$ cat src/rtl/cnt_pkg.sv
`timescale 1ns/1ps
package cnt_pkg;
  typedef enum logic [1:0] {
    MODE_HOLD  = 2'd0,
    MODE_LOAD  = 2'd1,
    MODE_COUNT = 2'd2
  } cnt_mode_e;
endpackage

$ cat src/rtl/cnt_slice_ctrl.sv
`timescale 1ns/1ps
module cnt_slice_ctrl
  import cnt_pkg::*;
(
  input  logic      load_n,
  input  logic      en_p,
  input  logic      en_t,
  output cnt_mode_e mode
);
  // Load wins over both enables; counting needs both enables.
  always_comb begin
    if (!load_n)            mode = MODE_LOAD;
    else if (en_p && en_t)  mode = MODE_COUNT;
    else                    mode = MODE_HOLD;
  end
endmodule

$ cat src/rtl/cnt_slice_reg.sv
`timescale 1ns/1ps
module cnt_slice_reg
  import cnt_pkg::*;
#(
  parameter int SLICE_W = 4
) (
  input  logic               clk,
  input  logic               clr_n,
  input  cnt_mode_e          mode,
  input  logic [SLICE_W-1:0] d,
  output logic [SLICE_W-1:0] q
);
  always_ff @(posedge clk or negedge clr_n) begin
    if (!clr_n) begin
      q <= '0;
    end else begin
      case (mode)
        MODE_LOAD:  q <= d;
        MODE_COUNT: q <= q + SLICE_W'(1);
        default:    q <= q;
      endcase
    end
  end

  // while clear is low the register reads zero
  always @(negedge clk) begin
    if (!clr_n) begin
      assert_clear_R1: assert (q == '0)
        else $error("clear did not force zero");
    end
  end
endmodule

$ cat src/rtl/cnt_slice.sv
`timescale 1ns/1ps
module cnt_slice
  import cnt_pkg::*;
#(
  parameter int SLICE_W = 4
) (
  input  logic               clk,
  input  logic               clr_n,
  input  logic               load_n,
  input  logic               en_p,
  input  logic               en_t,
  input  logic [SLICE_W-1:0] d,
  output logic [SLICE_W-1:0] q,
  output logic               co
);
  localparam logic [SLICE_W-1:0] TERM = '1;

  cnt_mode_e mode;

  cnt_slice_ctrl u_ctrl (
    .load_n (load_n),
    .en_p   (en_p),
    .en_t   (en_t),
    .mode   (mode)
  );

  cnt_slice_reg #(.SLICE_W(SLICE_W)) u_reg (
    .clk   (clk),
    .clr_n (clr_n),
    .mode  (mode),
    .d     (d),
    .q     (q)
  );

  // Trickle enable fed forward into the carry.
  assign co = en_t && (q == TERM);

  assert_load_R2: assert property (@(posedge clk) disable iff (!clr_n)
    !load_n |=> q == $past(d))
    else $error("load did not copy data");

  assert_count_R3: assert property (@(posedge clk) disable iff (!clr_n)
    (load_n && en_p && en_t) |=> q == $past(q) + SLICE_W'(1))
    else $error("count did not advance by one");

  assert_hold_R4: assert property (@(posedge clk) disable iff (!clr_n)
    (load_n && !(en_p && en_t)) |=> $stable(q))
    else $error("value changed without enable");

  assert_carry_gate_R6: assert property (@(posedge clk) disable iff (!clr_n)
    co |-> en_t)
    else $error("carry high with trickle enable low");
endmodule

$ cat src/rtl/cnt_chain.sv
`timescale 1ns/1ps
module cnt_chain #(
  parameter int N_SLICES = 4,
  parameter int SLICE_W  = 4
) (
  input  logic                          clk,
  input  logic                          clr_n,
  input  logic                          load_n,
  input  logic                          en_par,
  input  logic                          en_trk,
  input  logic [N_SLICES*SLICE_W-1:0]   data_in,
  output logic [N_SLICES*SLICE_W-1:0]   count_out,
  output logic                          carry_out
);
  localparam int W = N_SLICES * SLICE_W;

  logic [N_SLICES:0] trk;

  assign trk[0] = en_trk;

  for (genvar i = 0; i < N_SLICES; i++) begin : g_slice
    cnt_slice #(.SLICE_W(SLICE_W)) u_slice (
      .clk    (clk),
      .clr_n  (clr_n),
      .load_n (load_n),
      .en_p   (en_par),
      .en_t   (trk[i]),
      .d      (data_in[i*SLICE_W +: SLICE_W]),
      .q      (count_out[i*SLICE_W +: SLICE_W]),
      .co     (trk[i+1])
    );
  end

  assign carry_out = trk[N_SLICES];

  assert_chain_count_R7: assert property (@(posedge clk) disable iff (!clr_n)
    (load_n && en_par && en_trk) |=> count_out == $past(count_out) + W'(1))
    else $error("chain did not advance as one counter");

  assert_chain_carry_R8: assert property (@(posedge clk) disable iff (!clr_n)
    carry_out |-> (en_trk && (count_out == {W{1'b1}})))
    else $error("chain carry high away from terminal count");
endmodule

$ cat config.mk
export PLATFORM = sky130hd
export DESIGN_NAME = cnt_chain
export DESIGN_NICKNAME = d
export VERILOG_FILES = /design/src/rtl/cnt_pkg.sv /design/src/rtl/cnt_slice_ctrl.sv /design/src/rtl/cnt_slice_reg.sv /design/src/rtl/cnt_slice.sv /design/src/rtl/cnt_chain.sv
export SDC_FILE = /design/constraint.sdc
export NUM_CORES = 1
export LEC_CHECK = 0
export BUFFER_PORTS_ARGS = -buffer_cell sky130_fd_sc_hd__buf_2
export CAP_MARGIN = 20
export CORE_MARGIN = 10
export CORE_UTILIZATION = 51
export CTS_CLUSTER_DIAMETER = 40
export DETAILED_ROUTE_END_ITERATION = 7
export PLACE_DENSITY = 0.84
export SLEW_MARGIN = 40
export SYNTH_ARGS = -nofsm -noshare
export SYNTH_HDL_FRONTEND = slang
export SYNTH_SLANG_ARGS = --single-unit
$ cat constraint.sdc
create_clock -name clk -period 4.5 [get_ports clk]
set_input_delay 0.45 -clock clk [delete_from_list [all_inputs] [get_ports clk]]
set_output_delay 0.45 -clock clk [all_outputs]
set_load 0.01 [all_outputs]
==> After elaboration in Yosys (flattened, before gate mapping) <==
Cells that the tools add are included.
{ "word_totals": {"reg_bits": 16, "in_bits": 21, "output_inout_bits": 17, "elab_cells": 44} }
{ "op_classes": {"add_sub_neg": 4, "eq_ne": 12, "n_mux": 12, "n_reduce_logical": 12} }
{ "ops": {"columns": ["cell", "n"], "rows": [
  ["one-hot mux 4 bit (2 select lines)", 4],
  ["adder 4 x 1 -> 4 bit, second input constant", 4],
  ["== test 4 bit, second input constant", 4],
  ["2-to-1 mux 2 bit", 8],
  ["== test 2 x 1 -> 1 bit, second input constant", 4],
  ["== test 2 bit, second input constant", 4],
  ["logical AND 1 bit", 8],
  ["nonzero test 2 bit", 4]
]} }

==> Depth between registers and ports, before layout <==
Gate-level depths: netlist (run 1).
{ "depth": {"word_depth": 9, "depth_mapped": 5, "mapped_depth_nobuf": 5} }

==> Hierarchy <==
Synthesis (run 1) repeated with hierarchy kept, for this count alone.
{ "hier_totals": {"cells_unflattened": 120, "hier_area_um2": 1086.0} }
{ "modules_own_cells": {"columns": ["mod", "n_inst", "cells_each", "area_per_inst_um2", "seq_area_each_um2"], "rows": [
  ["cnt_slice_reg", 4, 25, 249.0, 100.1],
  ["cnt_slice", 4, 3, 12.5, 0.0],
  ["cnt_slice_ctrl", 4, 2, 10.0, 0.0]
]} }

==> Worst setup path before layout (run 1) <==
No wires, ideal clock.
{ "synth_timing": {"kind": "flip-flop to output port", "from": "register g_slice[1].u_slice.u_reg.q[0]", "to": "output port carry_out", "t_arrival_ns": 1.276, "t_required_ns": 4.050, "slack_ns": 2.774, "stages_incl_launch_ff": 4, "path_buffers": 0, "path_cell_list": "dfrtp_1 > ha_1 > nand3_4 > nor4_1"} }
{ "synth_via": {"elab_chain_len": 4} }
{ "synth_lines": {"columns": ["element", "line", "source"], "rows": [
  ["start: declaration", "cnt_slice_reg.sv:11", "output logic [SLICE_W-1:0] q"],
  ["start signal: assignment", "cnt_slice_reg.sv:19", "MODE_COUNT: q <= q + SLICE_W'(1);"],
  ["start signal: assignment", "cnt_slice_reg.sv:20", "default: q <= q;"],
  ["== test 4 bit", "cnt_slice.sv:36", "assign co = en_t && (q == TERM);"],
  ["logical AND 1 bit (3 in a row)", "cnt_slice.sv:36", null],
  ["end: declaration", "cnt_chain.sv:13", "output logic carry_out"]
]} }
No other way between the ends.

==> Worst setup path in the final report (run 1) <==
Same ends and word-level chain as after synthesis.

==> results by group, run 1 <==
Synthesis
  – Count leader, synth: nor2_1
  – Synth top area share: 41.99%
  – Syn Nets: between 100 and 150
  – Distinct cells, synth: 20
  – Largest family of logic cells by synthesized area: simple AND/OR/NAND/NOR gates
  – Mux cell area share after synthesis: 4.199%
  – Post-Syn Area per Cell: between 9 and 10 sq um
  – Post-Syn Area: 953.4 sq um
  – Syn. warnings: 0
  – Commonest cells in the netlist: nor2_1, a21oi_1, dfrtp_1
  – Post-synthesis sequential area ratio: 41.99%
  – Async set-reset flop share out of synthesis: between 90% and 100%
  – XOR/XNOR Fraction of Synth Area: between 10% and 20%
  – Synthesized instance count: between 90 and 100
  – Seq cells post-synth: 16
  – Synth Flop Type: dfrtp_1
  – Area leader, netlist: dfrtp_1
  – Post-Synth Adder-Cell Area: 5.249%
  – Compound-gate portion of the synthesized area: approximately 8.4%
  – Post-synth EDFFs: 0
  – Ranking of synthesized cells by area: dfrtp_1, xnor2_1, a21oi_1
  – Synth Area in Simple Gates: ~27%

Critical path
  – Critical path's top delay family: simple AND/OR/NAND/NOR gates
  – Crit-path max FO: 7
  – Kind of critical path: flip-flop to output port
  – Critical path launch point type: flip-flop
  – Slowest-stage cell, CP: dfrtp_1
  – Nature of the critical path endpoint: output port
  – Crit path buf inv count: 1
  – CP arrival: 1.60 ns
  – CP cell instances: ha_1 > nand3_4 > nor4_1 > buf_2
  – Req. time, crit path: between 4 and 5 ns
  – CP max stage delay: approximately 0.4 ns

CTS
  – Post-CTS setup buffers: 0
  – Clock-pin slew on the worst setup and hold paths: approximately 0.090 ns
  – Root Driver: clkbuf_4
  – Resized cells post-CTS: 0
  – CTS tree: yes
  – Clock latency on the worst-skew pair: between 0.2 and 0.3 ns
  – CTS Buffer Depth: 2
  – H-tree Lvls: 1
  – CTS Hold Buffers Added: 0
  – Clk sinks: 16
  – CTS Buf Count: 3

Power
  – Sw Ratio: a little under a third
  – NetSw: roughly 0.00011 W
  – VDD IR-drop max: around 0.00017 V
  – Gate power share: about a quarter
  – Flop pwr share: between 40% and 50%
  – PD cells: 300.2 nW/um^2
  – Leakage: 0.4981 nW
  – Internal Power: roughly 0.00025 W
  – Clock network fraction of total power: approximately 26%

Placement
  – Number of port buffers: 37
  – Post-DP Area: ~1200 sq um
  – Routability Congestion: around 0.81
  – Hpwl dp: around 1800 um

Layout
  – Antenna diodes: 0
  – Share of cells above drive strength 1: between 30 and 40%
  – Top reg by flops: g_slice.u_slice.u_reg.q
  – Final-stage net count: 160
  – Area Overhead vs Synth: 25.33%
  – Biggest regs: g_slice.u_slice.u_reg.q (16)
  – Max reg flops: 16
  – Finished layout cell area: between 1000 and 1500 sq um

Die
  – Die area: 3999 sq um
  – Initial Util: between 50% and 60%
  – CORE AREA: about 1700 sq um
  – Die Y: approximately 63 um
  – Top Ports: 38
  – Die Width: between 60 and 70 um
  – FP Rows: 15

Global routing
  – Initial antenna violation count: 0
  – Number of global-route vias before repair: between 800 and 900
  – GRT Residual Overflow: 0
  – Largest net degree at the start of global routing: 33
  – Gr usage total: between 10% and 20%
  – First-pass GRT wire length: 3698 um

Timing
  – RSZ-0062 raised after global routing: false
  – Fin crit period: between 2 and 2.5 ns
  – Final Setup Violations: 0
  – Slew Limit Fails: 0
  – Period utilisation layout: between 40 and 50%
  – Final Skew: between 0.003 and 0.004 ns
  – Maximum clock frequency: 488.6 MHz
  – Setup TNS: 0 ns
  – Hold Fails Final Rpt: 0
  – Slew margin rel.: 66.44%
  – Worst-Margin Slew: around 0.5 ns
  – Hold WS: about 0.067 ns

Detailed routing
  – Vias: a little over 800
  – DRC Markers: 0
  – DR WL/cell: 13.71 um
  – DR pass1 iterations: 4
  – Avg Vias per Cell: 5.132
  – Initial DRC Count: 15
  – Routed WL: between 2000 and 2500 um
  – Final ANT Viol Nets: 0

Run
  – Max Cap Viol: 0

Worst hold path
  – HP Class: input pin to asynchronous set/reset pin

Run status
  – Status: complete, no violations
[through the flow]
step,setup WS (ns),total power [W],utilization (%),std cells
2_1_floorplan,2.774,0.0002327,-,96
3_3_place_gp,2.842,0.0002668,66.38,155
3_5_place_dp,2.765,0.0002707,66.38,155
4_1_cts,2.441,0.0003643,68.46,159
5_1_grt,2.359,0.0003839,68.46,159
6_report,2.454,0.0003588,68.46,159
[placed cells by master, fill, tap and decap left out, types with 2 or more instances in the layout]
master,count
buf_2,37
nor2_1,17
a21oi_1,16
dfrtp_1,16
xnor2_1,10
nand3_1,4
mux2i_1,4
nor4_2,4
ha_1,4
nand4_1,3
clkbuf_4,3
nand3_4,2
nand2_1,2
inv_1,2
xor2_1,2
nor3_1,2
[layer usage]
metal,track usage [%],wire length (um)
met5,0,0
met4,3.279,12
met2,20.81,1138
met3,4.594,145
met1,10.91,883
[worst register-to-register path, stage by stage, from the launching register on]
cell and delay (ns):
dfrtp_1 0.41, ha_1 0.23, nand3_4 0.15, nor4_4 0.36
mux2i_1 0.21, a21oi_1 0.08
[worst paths after layout]
check                                                                from                                         to  slack (ns)  cells after the start
min in group clk                                               data_in[0]  g_slice[0].u_slice.u_reg.q[0]$_DFFE_PN0P_        0.41                      3
worst min-delay path                                                clr_n  g_slice[0].u_slice.u_reg.q[0]$_DFFE_PN0P_        0.07                      1
worst min register to register  g_slice[3].u_slice.u_reg.q[2]$_DFFE_PN0P_  g_slice[3].u_slice.u_reg.q[2]$_DFFE_PN0P_        0.60                      2
max in group asynchronous                                           clr_n  g_slice[1].u_slice.u_reg.q[0]$_DFFE_PN0P_        4.17                      1
worst max-delay path            g_slice[1].u_slice.u_reg.q[0]$_DFFE_PN0P_                                  carry_out        2.45                      4
worst max register to register  g_slice[1].u_slice.u_reg.q[0]$_DFFE_PN0P_  g_slice[3].u_slice.u_reg.q[1]$_DFFE_PN0P_        2.93                      5
[layout make-up]
class                   count  area (sq um)
flip-flops and latches     16         400.4
multi-input cells          75         534.3
fillers                   150         550.5
repair buffers             37         185.2
inverters                   2         7.507
clock buffers               4         36.28
well taps                  25         31.28
[power groups by stage]
stage               Combinational (W)  Sequential (W)  Clock (W)
floorplan                   0.0000482        0.000185          0
detailed placement          0.0000912        0.000179          0
CTS                         0.0000917        0.000177  0.0000961
global route                 0.000102        0.000179   0.000103
finish                      0.0000896        0.000176  0.0000929
global placement            0.0000889        0.000178          0
[cells by family after synthesis]
logic type / Yosys count
flops: 16
mux: 4
buf+inv: 5
simple gates: 39
compound gates: 16
fa+ha+maj: 4
xor+xnor: 12
(Power assumes the default switching activity.)
==> inputs of run 2 (changes only) <==
--- a/config.mk
+++ b/config.mk
@@ -8,10 +8,10 @@
 export BUFFER_PORTS_ARGS = -buffer_cell sky130_fd_sc_hd__buf_2
 export CAP_MARGIN = 20
 export CORE_MARGIN = 10
-export CORE_UTILIZATION = 51
+export CORE_UTILIZATION = 47
 export CTS_CLUSTER_DIAMETER = 40
 export DETAILED_ROUTE_END_ITERATION = 7
-export PLACE_DENSITY = 0.84
+export PLACE_DENSITY = 0.79
 export SLEW_MARGIN = 40
 export SYNTH_ARGS = -nofsm -noshare
 export SYNTH_HDL_FRONTEND = slang
==> constraint.sdc (replaced) <==
create_clock -name clk -period 2.05 [get_ports clk]
set_input_delay 0.205 -clock clk [delete_from_list [all_inputs] [get_ports clk]]
set_output_delay 0.205 -clock clk [all_outputs]
set_load 0.01 [all_outputs]
==> results by group, run 2 (synthesis gave the netlist of run 1 again) <==
Run status
  – Status: complete, no violations

Critical path
  – CP cell instances: ha_1 > nand3_2 > nor4_1 > buf_2
  – CP arrival: ~1.6 ns
  – Nature of the critical path endpoint: output port
  – Critical path's top delay family: simple AND/OR/NAND/NOR gates
  – CP max stage delay: ~0.43 ns
  – Req. time, crit path: roughly 1.9 ns
  – Slowest-stage cell, CP: dfrtp_1
  – Kind of critical path: flip-flop to output port
  – Crit path buf inv count: 1
  – Critical path launch point type: flip-flop
  – Crit-path max FO: 4

CTS
  – Clk sinks: 16
  – Root Driver: clkbuf_4
  – Resized cells post-CTS: 0
  – CTS Buf Count: 3
  – Clock latency on the worst-skew pair: between 0.2 and 0.3 ns
  – Clock-pin slew on the worst setup and hold paths: approximately 0.1 ns
  – CTS Buffer Depth: 2
  – H-tree Lvls: 1
  – CTS tree: yes

Global routing
  – Largest net degree at the start of global routing: 33
  – Initial antenna violation count: 0
  – Number of global-route vias before repair: 900
  – First-pass GRT wire length: roughly 3700 um
  – Gr usage total: 11.06%
  – GRT Residual Overflow: 0

Timing
  – Setup TNS: 0 ns
  – RSZ-0062 raised after global routing: false
  – Fin crit period: between 1.5 and 2 ns
  – Slew Limit Fails: 0
  – Final Setup Violations: 0
  – Period utilisation layout: approximately nine tenths
  – Final Skew: between 0.004 and 0.005 ns
  – Hold Fails Final Rpt: 0
  – Slew margin rel.: roughly two thirds
  – Worst-Margin Slew: a little over 0.5 ns
  – Maximum clock frequency: around 540 MHz

Power
  – VDD IR-drop max: 0.0005264 V
  – PD cells: between 600 and 700 nW/um^2
  – Leakage: 0.5023 nW

Die
  – Initial Util: between 40% and 50%
  – Die area: 4230 sq um
  – CORE AREA: 1942 sq um
  – Die Y: 65.04 um
  – Top Ports: 38
  – FP Rows: 16
  – Die Width: 65.04 um

Layout
  – Antenna diodes: 0
  – Final-stage net count: 161
  – Max reg flops: 16
  – Biggest regs: g_slice.u_slice.u_reg.q (16)
  – Final non-filler cell total: approximately 160
  – Top reg by flops: g_slice.u_slice.u_reg.q
  – Commonest non-fill, non-tap cells in the layout: buf_2, nor2_1, a21oi_1, dfrtp_1, xnor2_1
  – Leading cell type in the layout, fill and taps excluded: buf_2
  – Post-layout util: a little over 60%
  – # fillers: roughly 170
  – Area Overhead vs Synth: 26.64%
  – Share of cells above drive strength 1: between 30% and 40%

Placement
  – Hpwl dp: approximately 1800 um
  – Dpl cells: roughly 160
  – Number of port buffers: 37
  – Routability Congestion: 0.8509

Detailed routing
  – DR WL/cell: approximately 14 um
  – Final ANT Viol Nets: 0
  – Routed WL: about 2300 um
  – DRC Markers: 0
  – DR pass1 iterations: 4
  – Initial DRC Count: 10
  – Vias: between 800 and 900
  – Avg Vias per Cell: ~5

Worst hold path
  – HP Class: input pin to flip-flop

Run
  – Max Cap Viol: 0
## run 2: final cells by class
| cell class | instances | area [sq um] | area share (%) |
|---|---|---|---|
| inverters | 2 | 7.507 | 0.6218 |
| clock buffers | 4 | 36.28 | 3.005 |
| multi-input cells | 75 | 534.3 | 44.25 |
| flip-flops and latches | 16 | 400.4 | 33.16 |
| repair buffers | 38 | 195.2 | 16.17 |
| well taps | 27 | 33.78 | 2.798 |
## run 2: per-layer routing
layer	up-vias	wire length, um	track usage (%)
li1	414	-	-
met4	0	14	6.150
met2	16	1209	18.97
met5	-	0	0
met1	379	980	11.71
met3	2	121	3.608
## run 2: worst paths after layout
kind                                                      startpoint                                         to  slack [ns]  cells past startpoint
max                        g_slice[2].u_slice.u_reg.q[0]$_DFFE_PN0P_                                  carry_out        0.20                      4
min reg2reg                g_slice[3].u_slice.u_reg.q[3]$_DFFE_PN0P_  g_slice[3].u_slice.u_reg.q[3]$_DFFE_PN0P_        0.61                      2
min in group asynchronous                                      clr_n  g_slice[3].u_slice.u_reg.q[1]$_DFFE_PN0P_        0.35                      2
min                                                       data_in[7]  g_slice[1].u_slice.u_reg.q[3]$_DFFE_PN0P_        0.15                      3
max reg2reg                g_slice[2].u_slice.u_reg.q[0]$_DFFE_PN0P_  g_slice[3].u_slice.u_reg.q[1]$_DFFE_PN0P_        0.43                      5
max in group asynchronous                                      clr_n  g_slice[3].u_slice.u_reg.q[3]$_DFFE_PN0P_        1.44                      2
## run 2: what timing repair did
item                                   in CTS  in global routing
endpoints found under the hold margin      16                  0
setup buffers                               0                  0
hold buffers                                1                  0
## run 2: power by group
part	switching (W)	internal (W)
clock network	0.000107	0.000108
logic	0.000110	0.0000887
registers	0.0000412	0.000347
total	0.000259	0.000544
## run 2: through the flow
stage	setup slack (ns)	hold slack, ns	total power [W]	cell area, sq um
after floorplan	0.5097	-0.09059	0.0005108	953.4
after global placement	0.5264	0.1411	0.0005864	1161
after detailed placement	0.4311	0.1381	0.0005944	1161
after CTS	0.2076	0.1500	0.0008115	1207
after global routing	0.07491	0.1615	0.0008487	1207
final	0.2038	0.1535	0.0008029	1207
## run 2: tightest hold or removal path: cells and delay by family
kind	cells	cell delay [ns]
compound gates	1	0.10
buf+inv	1	0.08
simple gates	1	0.03
==> inputs of run 3 (changes only) <==
--- a/config.mk
+++ b/config.mk
@@ -7,6 +7,7 @@
 export LEC_CHECK = 0
 export BUFFER_PORTS_ARGS = -buffer_cell sky130_fd_sc_hd__buf_2
 export CAP_MARGIN = 20
+export CORE_ASPECT_RATIO = 1.2
 export CORE_MARGIN = 10
 export CORE_UTILIZATION = 47
 export CTS_CLUSTER_DIAMETER = 40
==> results by group, run 3 (synthesis gave the netlist of run 1 again) <==
Run status
  – Status: complete, no violations

Detailed routing
  – DR WL/cell: about 15 um
  – DRC Markers: 0
  – Initial DRC Count: 11
  – DR pass1 iterations: 4
  – Avg Vias per Cell: between 5 and 6
  – Routed WL: 2220 um
  – Final ANT Viol Nets: 0
  – Vias: approximately 830

Timing
  – Setup TNS: 0 ns
  – Slew margin rel.: 66.23%
  – Hold Fails Final Rpt: 0
  – Maximum clock frequency: ~540 MHz
  – Slew Limit Fails: 0
  – Worst-Margin Slew: 0.5066 ns
  – Final Skew: around 0.0019 ns
  – Fin crit period: roughly 1.9 ns
  – Period utilisation layout: between 90% and 100%
  – RSZ-0062 raised after global routing: false
  – Final Setup Violations: 0

Power
  – Sw Ratio: approximately 33%
  – Internal Power: between 0.0005 and 0.0006 W
  – PD cells: ~630 nW/um^2
  – Clock network fraction of total power: between 20% and 30%
  – VDD IR-drop max: 0.0004013 V
  – Gate power share: approximately a quarter
  – Leakage: ~0.50 nW
  – NetSw: between 0.0002 and 0.00025 W
  – Flop pwr share: 51.9%

Layout
  – Leading cell type in the layout, fill and taps excluded: buf_2
  – Final-stage net count: roughly 160
  – Antenna diodes: 0
  – # fillers: 175
  – Share of cells above drive strength 1: roughly 37%
  – Commonest non-fill, non-tap cells in the layout: buf_2, nor2_1, a21oi_1, dfrtp_1, xnor2_1
  – Finished layout cell area: 1184 sq um
  – Max reg flops: 16
  – Area Overhead vs Synth: 24.15%
  – Top reg by flops: g_slice.u_slice.u_reg.q
  – Biggest regs: g_slice.u_slice.u_reg.q (16)

Critical path
  – Nature of the critical path endpoint: output port
  – Crit-path max FO: 7
  – CP arrival: ~1.7 ns
  – Worst r2r dst: g_slice[3].u_slice.u_reg.q[1]$_DFFE_PN0P_
  – Worst reg2reg startpoint: g_slice[1].u_slice.u_reg.q[0]$_DFFE_PN0P_
  – Req. time, crit path: 1.85 ns
  – Critical path launch point type: flip-flop
  – R2R setup slack: 0.47 ns
  – Kind of critical path: flip-flop to output port
  – Worst R2R Path Depth: 5

Global routing
  – GRT Residual Overflow: 0
  – Largest net degree at the start of global routing: 33
  – GRT met1 Usage: 12.61%
  – First-pass GRT wire length: between 3000 and 4000 um
  – Initial antenna violation count: 0
  – Busiest grt layer: met2
  – Met3 Resource Use GR: roughly 3.5%
  – Number of global-route vias before repair: 884
  – M2 GR Usage: between 10% and 20%
  – Gr usage total: a little under an eighth

Die
  – FP Rows: 17
  – Die Y: 69.34 um
  – CORE AREA: between 1500 and 2000 sq um
  – Die Width: ~61 um
  – Initial Util: between 50% and 60%
  – Top Ports: 38
  – Die area: around 4200 sq um

CTS
  – Resized cells post-CTS: 0
  – Root Driver: clkbuf_4
  – Clk sinks: 16
  – CTS Buf Count: 3
  – H-tree Lvls: 1
  – CTS Buffer Depth: 2
  – Clock latency on the worst-skew pair: between 0.2 and 0.3 ns
  – Clock-pin slew on the worst setup and hold paths: 0.09 ns
  – Post-CTS setup buffers: 0
  – CTS tree: yes
  – CTS Hold Buffers Added: 1

Placement
  – Number of port buffers: 37
  – Post-DP Area: approximately 1200 sq um
  – Routability Congestion: between 0.8 and 0.9

Worst hold path
  – Hold Path Origin: data_in[13]
  – Hold depth: 3
  – Hold EP: g_slice[3].u_slice.u_reg.q[1]$_DFFE_PN0P_
  – HP Class: input pin to flip-flop

Run
  – Max Cap Viol: 0
[run 3: cell types whose count changed in the layout (fill, tap and decap cells not counted)]
cell      before  now
clkbuf_8       1    0
[run 3: worst max-delay path: stages, from the launching register on]
cell and delay, ns:
dfrtp_1 0.42, ha_1 0.23, nand3_4 0.15, nor4_1 0.38, buf_2 0.20
[run 3: cell type report]
type	count	area [sq um]	area share (%)
multi-input cells	75	534.3	45.14
flip-flops and latches	16	400.4	33.83
repair buffers	38	195.2	16.49
well taps	19	23.77	2.008
clock buffers	3	22.52	1.903
inverters	2	7.507	0.6342
[run 3: per-stage QoR]
stage	hold WS, ns	total power, W	utilization [%]	cells	setup WS, ns
global route	0.1635	0.0008070	62.52	153	0.1077
CTS	0.1587	0.0007570	62.52	153	0.1824
detailed placement	0.1375	0.0005931	60.81	149	0.4678
finish	0.1595	0.0007471	62.52	153	0.1844
floorplan	-0.09059	0.0005108	-	96	0.5097
global placement	0.1346	0.0005857	60.81	149	0.5374
[run 3: power by group through the flow]
| stage | clock network, W | registers (W) | logic, W |
|---|---|---|---|
| final | 0.000163 | 0.000388 | 0.000197 |
| after global routing | 0.000188 | 0.000395 | 0.000224 |
| after CTS | 0.000168 | 0.000388 | 0.000201 |
| after detailed placement | 0 | 0.000394 | 0.000199 |
| after global placement | 0 | 0.000392 | 0.000194 |
| after floorplan | 0 | 0.000405 | 0.000106 |
[run 3: worst max path at each step]
stage                                                    from                                        end  slack, ns  depth (start not counted)
floorplan           g_slice[1].u_slice.u_reg.q[0]$_DFFE_PN0P_  g_slice[3].u_slice.u_reg.q[1]$_DFFE_PN0P_       0.51                          5
global placement    g_slice[1].u_slice.u_reg.q[0]$_DFFE_PN0P_  g_slice[3].u_slice.u_reg.q[1]$_DFFE_PN0P_       0.54                          5
detailed placement  g_slice[1].u_slice.u_reg.q[0]$_DFFE_PN0P_  g_slice[3].u_slice.u_reg.q[1]$_DFFE_PN0P_       0.47                          5
CTS                 g_slice[1].u_slice.u_reg.q[0]$_DFFE_PN0P_                                  carry_out       0.18                          4
global route        g_slice[1].u_slice.u_reg.q[0]$_DFFE_PN0P_                                  carry_out       0.11                          4
finish              g_slice[1].u_slice.u_reg.q[0]$_DFFE_PN0P_                                  carry_out       0.18                          4
[run 3: per-layer routing]
layer | vias to the layer above | share of wire, %
li1 | 422 | -
met4 | 0 | 1.3
met1 | 380 | 39
met2 | 20 | 52
met5 | - | 0
met3 | 4 | 6.9
